$ cat src/rtl/mcc_pkg.sv
package mcc_pkg;
  localparam int OPC_W   = 6;
  localparam int FN_W    = 6;
  localparam int ALUOP_W = 6;
  localparam int BSEL_W  = 2;

  typedef enum logic [3:0] {
    S_FETCH, S_DECODE,
    S_EX_ADD, S_EX_SUB, S_EX_AND, S_EX_OR, S_EX_SLT,
    S_EX_ADDI, S_EX_CMP, S_EX_BTAKE,
    S_EX_LDADDR, S_EX_LDWB, S_EX_STORE, S_EX_JUMP, S_HALT
  } state_e;

  localparam logic [OPC_W-1:0] OPC_REG   = 6'd0;
  localparam logic [OPC_W-1:0] OPC_LOAD  = 6'd35;
  localparam logic [OPC_W-1:0] OPC_STORE = 6'd43;
  localparam logic [OPC_W-1:0] OPC_BEQ   = 6'd4;
  localparam logic [OPC_W-1:0] OPC_ADDI  = 6'd8;
  localparam logic [OPC_W-1:0] OPC_JUMP  = 6'd2;
  localparam logic [OPC_W-1:0] OPC_HALT  = 6'd63;

  localparam logic [FN_W-1:0] FN_ADD = 6'd32;
  localparam logic [FN_W-1:0] FN_SUB = 6'd34;
  localparam logic [FN_W-1:0] FN_AND = 6'd36;
  localparam logic [FN_W-1:0] FN_OR  = 6'd37;
  localparam logic [FN_W-1:0] FN_SLT = 6'd42;

  localparam logic [ALUOP_W-1:0] ALU_ADD   = ALUOP_W'(1) << 0;
  localparam logic [ALUOP_W-1:0] ALU_SUB   = ALUOP_W'(1) << 1;
  localparam logic [ALUOP_W-1:0] ALU_AND   = ALUOP_W'(1) << 2;
  localparam logic [ALUOP_W-1:0] ALU_OR    = ALUOP_W'(1) << 3;
  localparam logic [ALUOP_W-1:0] ALU_PASSA = ALUOP_W'(1) << 4;
  localparam logic [ALUOP_W-1:0] ALU_PASSB = ALUOP_W'(1) << 5;

  localparam logic [BSEL_W-1:0] BSRC_REGB = 2'b00;
  localparam logic [BSEL_W-1:0] BSRC_ZERO = 2'b01;
  localparam logic [BSEL_W-1:0] BSRC_IMM  = 2'b10;
  localparam logic [BSEL_W-1:0] BSRC_ONE  = 2'b11;

  typedef struct packed {
    logic               pc_addr_en;
    logic               alu_addr_en;
    logic               regb_data_en;
    logic               mem_rd;
    logic               mem_wr;
    logic               ir_ld;
    logic               pc_ld;
    logic               pc_sel;
    logic               a_sel;
    logic [BSEL_W-1:0]  b_sel;
    logic [ALUOP_W-1:0] alu_op;
    logic               rf_we;
    logic               wd_sel;
    logic               wr_sel;
    logic               mbr_ld;
  } ctrl_word_t;
endpackage

$ cat src/rtl/mcc_dispatch.sv
module mcc_dispatch
  import mcc_pkg::*;
#(
  parameter int INSTR_W = 32
) (
  input  logic [INSTR_W-1:0] instr,
  output state_e             target
);
  localparam int OPC_LSB = INSTR_W - OPC_W;

  logic [OPC_W-1:0] opc;
  logic [FN_W-1:0]  fn;
  logic             unused_mid;

  assign opc        = instr[INSTR_W-1:OPC_LSB];
  assign fn         = instr[FN_W-1:0];
  assign unused_mid = ^instr[OPC_LSB-1:FN_W];

  // opcode (and function code for register type) picks the first execute state
  always_comb begin
    target = S_FETCH;
    case (opc)
      OPC_REG: begin
        case (fn)
          FN_ADD:  target = S_EX_ADD;
          FN_SUB:  target = S_EX_SUB;
          FN_AND:  target = S_EX_AND;
          FN_OR:   target = S_EX_OR;
          FN_SLT:  target = S_EX_SLT;
          default: target = S_FETCH;
        endcase
      end
      OPC_LOAD:  target = S_EX_LDADDR;
      OPC_STORE: target = S_EX_STORE;
      OPC_BEQ:   target = S_EX_CMP;
      OPC_ADDI:  target = S_EX_ADDI;
      OPC_JUMP:  target = S_EX_JUMP;
      OPC_HALT:  target = S_HALT;
      default:   target = S_FETCH;
    endcase
  end
endmodule

$ cat src/rtl/mcc_sequencer.sv
module mcc_sequencer
  import mcc_pkg::*;
(
  input  logic   clk,
  input  logic   rst,
  input  state_e target,
  input  logic   alu_zero,
  output state_e state
);
  state_e nxt;

  always_comb begin
    nxt = S_FETCH;
    case (state)
      S_FETCH:     nxt = S_DECODE;
      S_DECODE:    nxt = target;
      S_EX_CMP:    nxt = alu_zero ? S_EX_BTAKE : S_FETCH;
      S_EX_LDADDR: nxt = S_EX_LDWB;
      S_HALT:      nxt = S_HALT;
      default:     nxt = S_FETCH;
    endcase
  end

  always_ff @(posedge clk) begin
    if (rst) state <= S_FETCH;
    else     state <= nxt;
  end

  // reset lands in fetch
  a_r1_reset_fetch: assert property (@(posedge clk) rst |=> state == S_FETCH);
  // fetch is always followed by decode
  a_r3_fetch_decode: assert property (@(posedge clk) disable iff (rst)
    state == S_FETCH |=> state == S_DECODE);
  // compare with zero flag clear returns to fetch
  a_r7_not_taken: assert property (@(posedge clk) disable iff (rst)
    (state == S_EX_CMP && !alu_zero) |=> state == S_FETCH);
  // load address cycle is followed by write-back
  a_r8_load_wb: assert property (@(posedge clk) disable iff (rst)
    state == S_EX_LDADDR |=> state == S_EX_LDWB);
  // halt holds until reset
  a_r11_halt_holds: assert property (@(posedge clk) disable iff (rst)
    state == S_HALT |=> state == S_HALT);
endmodule

$ cat src/rtl/mcc_outgen.sv
module mcc_outgen
  import mcc_pkg::*;
(
  input  logic       clk,
  input  logic       rst,
  input  state_e     state,
  output ctrl_word_t cw
);
  always_comb begin
    cw = '0;
    case (state)
      S_FETCH: begin
        cw.pc_addr_en = 1'b1;
        cw.mem_rd     = 1'b1;
        cw.ir_ld      = 1'b1;
        cw.pc_ld      = 1'b1;
        cw.pc_sel     = 1'b1;
        cw.a_sel      = 1'b1;
        cw.b_sel      = BSRC_ONE;
        cw.alu_op     = ALU_ADD;
      end
      S_EX_ADD, S_EX_SUB, S_EX_AND, S_EX_OR, S_EX_SLT: begin
        cw.b_sel  = BSRC_REGB;
        cw.rf_we  = 1'b1;
        cw.wr_sel = 1'b1;
        case (state)
          S_EX_ADD: cw.alu_op = ALU_ADD;
          S_EX_AND: cw.alu_op = ALU_AND;
          S_EX_OR:  cw.alu_op = ALU_OR;
          default:  cw.alu_op = ALU_SUB;
        endcase
      end
      S_EX_ADDI: begin
        cw.b_sel  = BSRC_IMM;
        cw.alu_op = ALU_ADD;
        cw.rf_we  = 1'b1;
      end
      S_EX_CMP: begin
        cw.b_sel  = BSRC_REGB;
        cw.alu_op = ALU_SUB;
      end
      S_EX_BTAKE: begin
        cw.a_sel  = 1'b1;
        cw.b_sel  = BSRC_IMM;
        cw.alu_op = ALU_ADD;
        cw.pc_ld  = 1'b1;
        cw.pc_sel = 1'b1;
      end
      S_EX_LDADDR: begin
        cw.b_sel       = BSRC_IMM;
        cw.alu_op      = ALU_ADD;
        cw.alu_addr_en = 1'b1;
        cw.mem_rd      = 1'b1;
        cw.mbr_ld      = 1'b1;
      end
      S_EX_LDWB: begin
        cw.rf_we  = 1'b1;
        cw.wd_sel = 1'b1;
      end
      S_EX_STORE: begin
        cw.b_sel        = BSRC_IMM;
        cw.alu_op       = ALU_ADD;
        cw.alu_addr_en  = 1'b1;
        cw.regb_data_en = 1'b1;
        cw.mem_wr       = 1'b1;
      end
      S_EX_JUMP: begin
        cw.pc_ld = 1'b1;
      end
      default: cw = '0;
    endcase
  end

  // no read/write overlap, single address-bus driver
  a_r12_rw_excl: assert property (@(posedge clk) disable iff (rst)
    !(cw.mem_rd && cw.mem_wr));
  a_r12_addr_onehot: assert property (@(posedge clk) disable iff (rst)
    $onehot0({cw.pc_addr_en, cw.alu_addr_en}));
  // ALU operation stays one-hot or idle
  a_r13_op_onehot: assert property (@(posedge clk) disable iff (rst)
    $onehot0(cw.alu_op));
endmodule

$ cat src/rtl/mcc_ctrl_top.sv
module mcc_ctrl_top
  import mcc_pkg::*;
#(
  parameter int INSTR_W = 32
) (
  input  logic               clk,
  input  logic               rst,
  input  logic [INSTR_W-1:0] ir_word,
  input  logic               alu_zero,
  output logic               pc_addr_en,
  output logic               alu_addr_en,
  output logic               regb_data_en,
  output logic               mem_rd,
  output logic               mem_wr,
  output logic               ir_ld,
  output logic               pc_ld,
  output logic               pc_sel,
  output logic               alu_a_sel,
  output logic [BSEL_W-1:0]  alu_b_sel,
  output logic [ALUOP_W-1:0] alu_op,
  output logic               rf_we,
  output logic               wd_sel,
  output logic               wr_sel,
  output logic               mbr_ld
);
  state_e     target;
  state_e     state;
  ctrl_word_t cw;

  mcc_dispatch #(.INSTR_W(INSTR_W)) u_dispatch (
    .instr  (ir_word),
    .target (target)
  );

  mcc_sequencer u_seq (
    .clk      (clk),
    .rst      (rst),
    .target   (target),
    .alu_zero (alu_zero),
    .state    (state)
  );

  mcc_outgen u_out (
    .clk   (clk),
    .rst   (rst),
    .state (state),
    .cw    (cw)
  );

  assign pc_addr_en   = cw.pc_addr_en;
  assign alu_addr_en  = cw.alu_addr_en;
  assign regb_data_en = cw.regb_data_en;
  assign mem_rd       = cw.mem_rd;
  assign mem_wr       = cw.mem_wr;
  assign ir_ld        = cw.ir_ld;
  assign pc_ld        = cw.pc_ld;
  assign pc_sel       = cw.pc_sel;
  assign alu_a_sel    = cw.a_sel;
  assign alu_b_sel    = cw.b_sel;
  assign alu_op       = cw.alu_op;
  assign rf_we        = cw.rf_we;
  assign wd_sel       = cw.wd_sel;
  assign wr_sel       = cw.wr_sel;
  assign mbr_ld       = cw.mbr_ld;

  // an instruction-register load is followed by a quiet decode cycle
  a_r3_decode_quiet: assert property (@(posedge clk) disable iff (rst)
    ir_ld |=> (!ir_ld && !pc_ld && !rf_we && !mem_wr));
endmodule

$ cat config.mk
export PLATFORM = sky130hd
export DESIGN_NAME = mcc_ctrl_top
export DESIGN_NICKNAME = d
export VERILOG_FILES = /design/src/rtl/mcc_pkg.sv /design/src/rtl/mcc_dispatch.sv /design/src/rtl/mcc_sequencer.sv /design/src/rtl/mcc_outgen.sv /design/src/rtl/mcc_ctrl_top.sv
export SDC_FILE = /design/constraint.sdc
export NUM_CORES = 1
export LEC_CHECK = 0
export BUFFER_PORTS_ARGS = -buffer_cell sky130_fd_sc_hd__buf_2
export CORE_UTILIZATION = 44
export CTS_CLUSTER_SIZE = 25
export DETAILED_ROUTE_END_ITERATION = 10
export GPL_TIMING_DRIVEN = 1
export PLACE_DENSITY = 0.85
export SYNTH_ARGS = -nofsm -noshare
export SYNTH_HDL_FRONTEND = slang
export SYNTH_HIERARCHICAL = 1
export SYNTH_SLANG_ARGS = --single-unit
$ cat constraint.sdc
create_clock -name clk -period 3.1 [get_ports clk]
set_input_delay 0.155 -clock clk [delete_from_list [all_inputs] [get_ports clk]]
set_output_delay 0.155 -clock clk [all_outputs]
set_load 0.02 [all_outputs]
=== Word level (Yosys, flattened, before mapping) ===
Index checks and enable logic that the tools add are counted.

* Eq/ne operators: 25
* Multiplexer cells: 16
* Reductions and logical operators: 9

{| class="wikitable"
|+ Operator list
! operator !! number
|-
| $eq 6x6->1 const B || 8
|-
| $pmux 8 s4 || 1
|-
| $eq 4x4->1 const B || 7
|-
| $pmux 4 s7 || 1
|-
| $pmux 4 s5 || 1
|-
| $eq 4x3->1 const B || 4
|-
| $pmux 3 s5 || 1
|-
| $pmux 4 s3 || 1
|-
| $mux 1 || 9
|-
| $eq 4x2->1 const B || 2
|-
| $reduce_or 7->1 || 1
|-
| $eq 6x2->1 const B || 1
|-
| $eq 6x3->1 const B || 1
|-
| $eq 6x4->1 const B || 1
|-
| $logic_not 6->1 || 1
|-
| $reduce_or 2->1 || 3
|-
| $reduce_or 5->1 || 1
|-
| $eq 4x1->1 const B || 1
|-
| $logic_not 4->1 || 1
|-
| $mux 4 || 1
|-
| $reduce_or 4->1 || 1
|-
| $reduce_or 3->1 || 1
|-
| $mux 2 || 1
|}

* Flip-flop bits (word level): 4
* Input port bits: 35
* Output and inout port bits: 21
* Word-level logic and storage cells: 51

=== Depth between registers and ports, before layout ===
* Depth after elaboration: 4
* Mapped depth: 6
* Gate-level depth less buffers: 5

=== Modules after synthesis ===
The synthesis kept the hierarchy.

{| class="wikitable"
|+ Modules (own cells, without submodules)
! module !! instances !! cells an instance !! area each (um^2) !! seq. area each (um^2)
|-
| mcc_outgen || 1 || 51 || 347.8 || 0.0
|-
| mcc_dispatch || 1 || 34 || 241.5 || 0.0
|-
| mcc_sequencer || 1 || 22 || 203.9 || 80.1
|}

=== Worst setup path after synthesis ===
OpenSTA, ideal clock, no wires.

* Kind: register to output
* Start point: register u_seq.state[2]
* End point: output ir_ld
* Arrival: 1766 ps
* Data required time: 2945 ps
* Slack: 1179 ps
* Stages on the path, launching flop included: 5
* Buffers on the path: 3
* Path through: dfxtp_1 -> buf_6 -> buf_6 -> nor4_1 -> buf_4

* Word-level cells in the longest chain between the ends: 2

{| class="wikitable"
|+ RTL lines
! element !! line !! source
|-
| start, declared || mcc_sequencer.sv:8 || <nowiki>output state_e state</nowiki>
|-
| start signal, assigned || mcc_sequencer.sv:26 || <nowiki>else state <= nxt;</nowiki>
|-
| $logic_not 4->1 || mcc_outgen.sv:11 || <nowiki>case (state)</nowiki>
|-
| $mux 1 || mcc_outgen.sv:11 ||
|-
| end, declared || mcc_ctrl_top.sv:15 || <nowiki>output logic ir_ld,</nowiki>
|}

No other way between the ends.

=== Worst setup path after layout ===
* Start point: register u_seq.state[1]
* End point: output alu_op[0]

* Word-level cells in the longest chain between the ends: 3
* Elaborated cells on any way between the ends: 15
* Classes of those cells: eq/ne (10); mux (2); reduce/logical (3)

{| class="wikitable"
|+ RTL lines
! element !! line !! source
|-
| $eq 4x3->1 (tied with other cells) || mcc_outgen.sv:11, mcc_outgen.sv:26 ||
|-
| $pmux 4 s3 (tied with other cells) || mcc_outgen.sv:26 || <nowiki>case (state)</nowiki>
|-
| $pmux 8 s4 * || mcc_outgen.sv:11 ||
|-
| end, declared || mcc_ctrl_top.sv:20 || <nowiki>output logic [ALUOP_W-1:0] alu_op,</nowiki>
|}

Mark *: on every way between the ends. The rest lies on a longest branch, timed or not.

==> qor.yml <==
status: "complete, no violations"
setup_tns_ps: 0
hold_violations: 0
drive_gt1_frac: 0.351
h-tree-depth: 1
async_flop_share: 0
grt-ovfl-total: 0
crit_family: "flip-flops"
slowest_delay_ps: 840
required_ps: 2940
ys_seq_elements: 4
antenna_found_initial: 0
slowest_stage: "dfxtp_1"
cts_resized: 0
cp_max_fo: 22
grtUsageTotal: 0.185
worst-path-buf-inv: 1
rsz0062_at_grt: "false"
ys.flop_type: "dfxtp_1"
cts.clk_slew.worst_paths_ps: 30
slew_headroom: 0.456
crit_arrival_ps: 1740
largest_register_ffs: 4
cap_violations: 0
cts_tree: "yes"
drcViolationCount: 0
cts_made_buffers: 3
cts_root_buf: "clkbuf_4"
dr.pass1.iters: 4
startpoint_type: "register"
fillers: 154
clock_sinks: 4
dieArea_sq_mm: 0.00198
grt_pass1_vias: 675
p_leak_nw: 0.424
antenna_left: 0
clkLatencyLatePin_ps: 230
synth-seq-area-share: 0.101
finalPower_uw: 214
dp.cells: 152
ctsHoldBuffers: 0
rows: 14
syn_area_per_cell_sq_um: 7.41
chipWidth_microns: 44.5
io_buffers: 33
wirelength_microns: 1630
synth_warnings: 6
core_area_sq_mm: 0.00159
critPathKind: "reg -> out"
skew_ps: 6.25
finalCritPeriodShare: 0.611
grt_max_degree: 23
ys_types: 40
place_hpwl_microns: 1240
cp_cell_sequence: "and2b_1 > a22oi_1 > nand2_1 > buf_2"
syn_inst: 107
fin_util: 0.563
num_vias: 814
max_freq_ghz: 0.528
cts_setup_buffers: 0
syn_area_sq_um: 793
clockBufferDepth: 2
slew_viol_final: 0
hp-class: "in -> reg"
grt_pass1_wl_microns: 2840
post-place-ws_ps: 1460
powerDensity_mw_per_mm2: 239
start_util: 0.498
area_growth_pct: 13.1
worst_slack_ps: 1210
routedWlPerCell_microns: 10.5
drt_iter0_markers: 18
fin_crit_ps: 1890
vdd_drop_max_mv: 0.197
largest-register: "u_seq/state"
gp_congestion: 0.896
synth_edf_count: 0
end_kind: "output port"
tightest_slew_ps: 815
finalSetupViolCount: 0
finalNetCount: 168
ff2ff_setup_slack_ps: 1560
pin_count: 56
vias_per_cell: 5.25
top_regs: "u_seq/state (4)"
layoutNonFillerInstCount: 155
die_h_microns: 44.5
diodes: 0
-- worst paths after layout --
kind,start,end,cells after the start
worst max-delay path,u_seq/state[1]$_SDFF_PP0_,alu_op[0],4
worst min-delay path,rst,u_seq/state[1]$_SDFF_PP0_,2
worst max register to register,u_seq/state[0]$_SDFF_PP0_,u_seq/state[3]$_SDFF_PP0_,3
worst min register to register,u_seq/state[3]$_SDFF_PP0_,u_seq/state[3]$_SDFF_PP0_,3
-- final cells by class --
cell class | count | area (sq um) | share of cell area
Sequential cell | 4 | 80.1 | 0.0893
Multi-Input combinational cell | 86 | 581 | 0.647
Inverter | 5 | 18.8 | 0.0209
Tap cell | 24 | 30.0 | 0.0335
Timing Repair Buffer | 33 | 165 | 0.184
Clock buffer | 3 | 22.5 | 0.0251
-- per-stage QoR --
stage          hold slack [ps]  instance area (sq um)
6_report                   123                    897
5_1_grt                    134                    897
4_1_cts                    117                    897
3_5_place_dp               358                    875
3_3_place_gp               348                    875
2_1_floorplan              227                    797
-- power by group --
part           switching [mW]  internal, mW  leakage, nW  total (mW)
Clock                  0.0203        0.0432       0.0138      0.0635
Combinational          0.0524        0.0354        0.377      0.0878
Sequential            0.00945        0.0533       0.0326      0.0628
Total                  0.0821         0.132        0.424       0.214
-- synth_stat cells, drive strengths merged (2+ instances only) --
| library cell | instances | area share |
|---|---|---|
| a21oi | 4 | 0.025 |
| a22oi | 2 | 0.019 |
| and2b | 2 | 0.019 |
| and3 | 6 | 0.047 |
| buf | 13 | 0.15 |
| dfxtp | 4 | 0.10 |
| inv | 5 | 0.024 |
| nand2 | 7 | 0.033 |
| nand3 | 4 | 0.025 |
| nor2 | 11 | 0.065 |
| nor2b | 4 | 0.032 |
| nor3 | 8 | 0.063 |
| nor3b | 2 | 0.019 |
| nor4 | 4 | 0.058 |
| nor4b | 2 | 0.060 |
| o21ai | 11 | 0.069 |
| xor2 | 3 | 0.033 |
-- worst reg2reg max path: cells and delay by family, from the launching register on --
family           cells  cell delay (ps)
AND/OR/NAND/NOR      2              490
flip-flops           1              800
AO/OA/AOI/OAI        1              170
-- placed cells by master (no fill, tap or decap), types with 2 or more instances in the layout --
cell      count
a21oi_1       4
a22oi_1       2
and2b_1       2
and3_1        6
buf_2        33
clkbuf_4      3
conb_1        2
dfxtp_1       4
inv_1         5
nand2_1       7
nand3_1       4
nor2_1        9
nor2b_1       4
nor3_1        6
nor3_2        2
nor3b_1       2
nor4_1        2
nor4b_4       2
o21ai_0       6
o21ai_1       5
xor2_1        3
-- logic make-up (layout without fill, tap and decap cells) --
group,Yosys count,count (layout),synth area share
XOR/XNOR,4,4,0.0442
AND/OR/NAND/NOR,53,53,0.450
AO/OA/AOI/OAI,27,27,0.229
flip-flops,4,4,0.101
buffers and inverters,18,41,0.172
other,1,2,0.00473
-- metal layers --
metal / vias to the layer above / wire [microns] / track usage
li1: 428 / - / -
met1: 364 / 760 / 0.242
met2: 22 / 807 / 0.315
met3: 0 / 61 / 0.0245
met4: 0 / 0 / 0.0545
met5: - / 0 / 0
(Power assumes the default switching activity.)
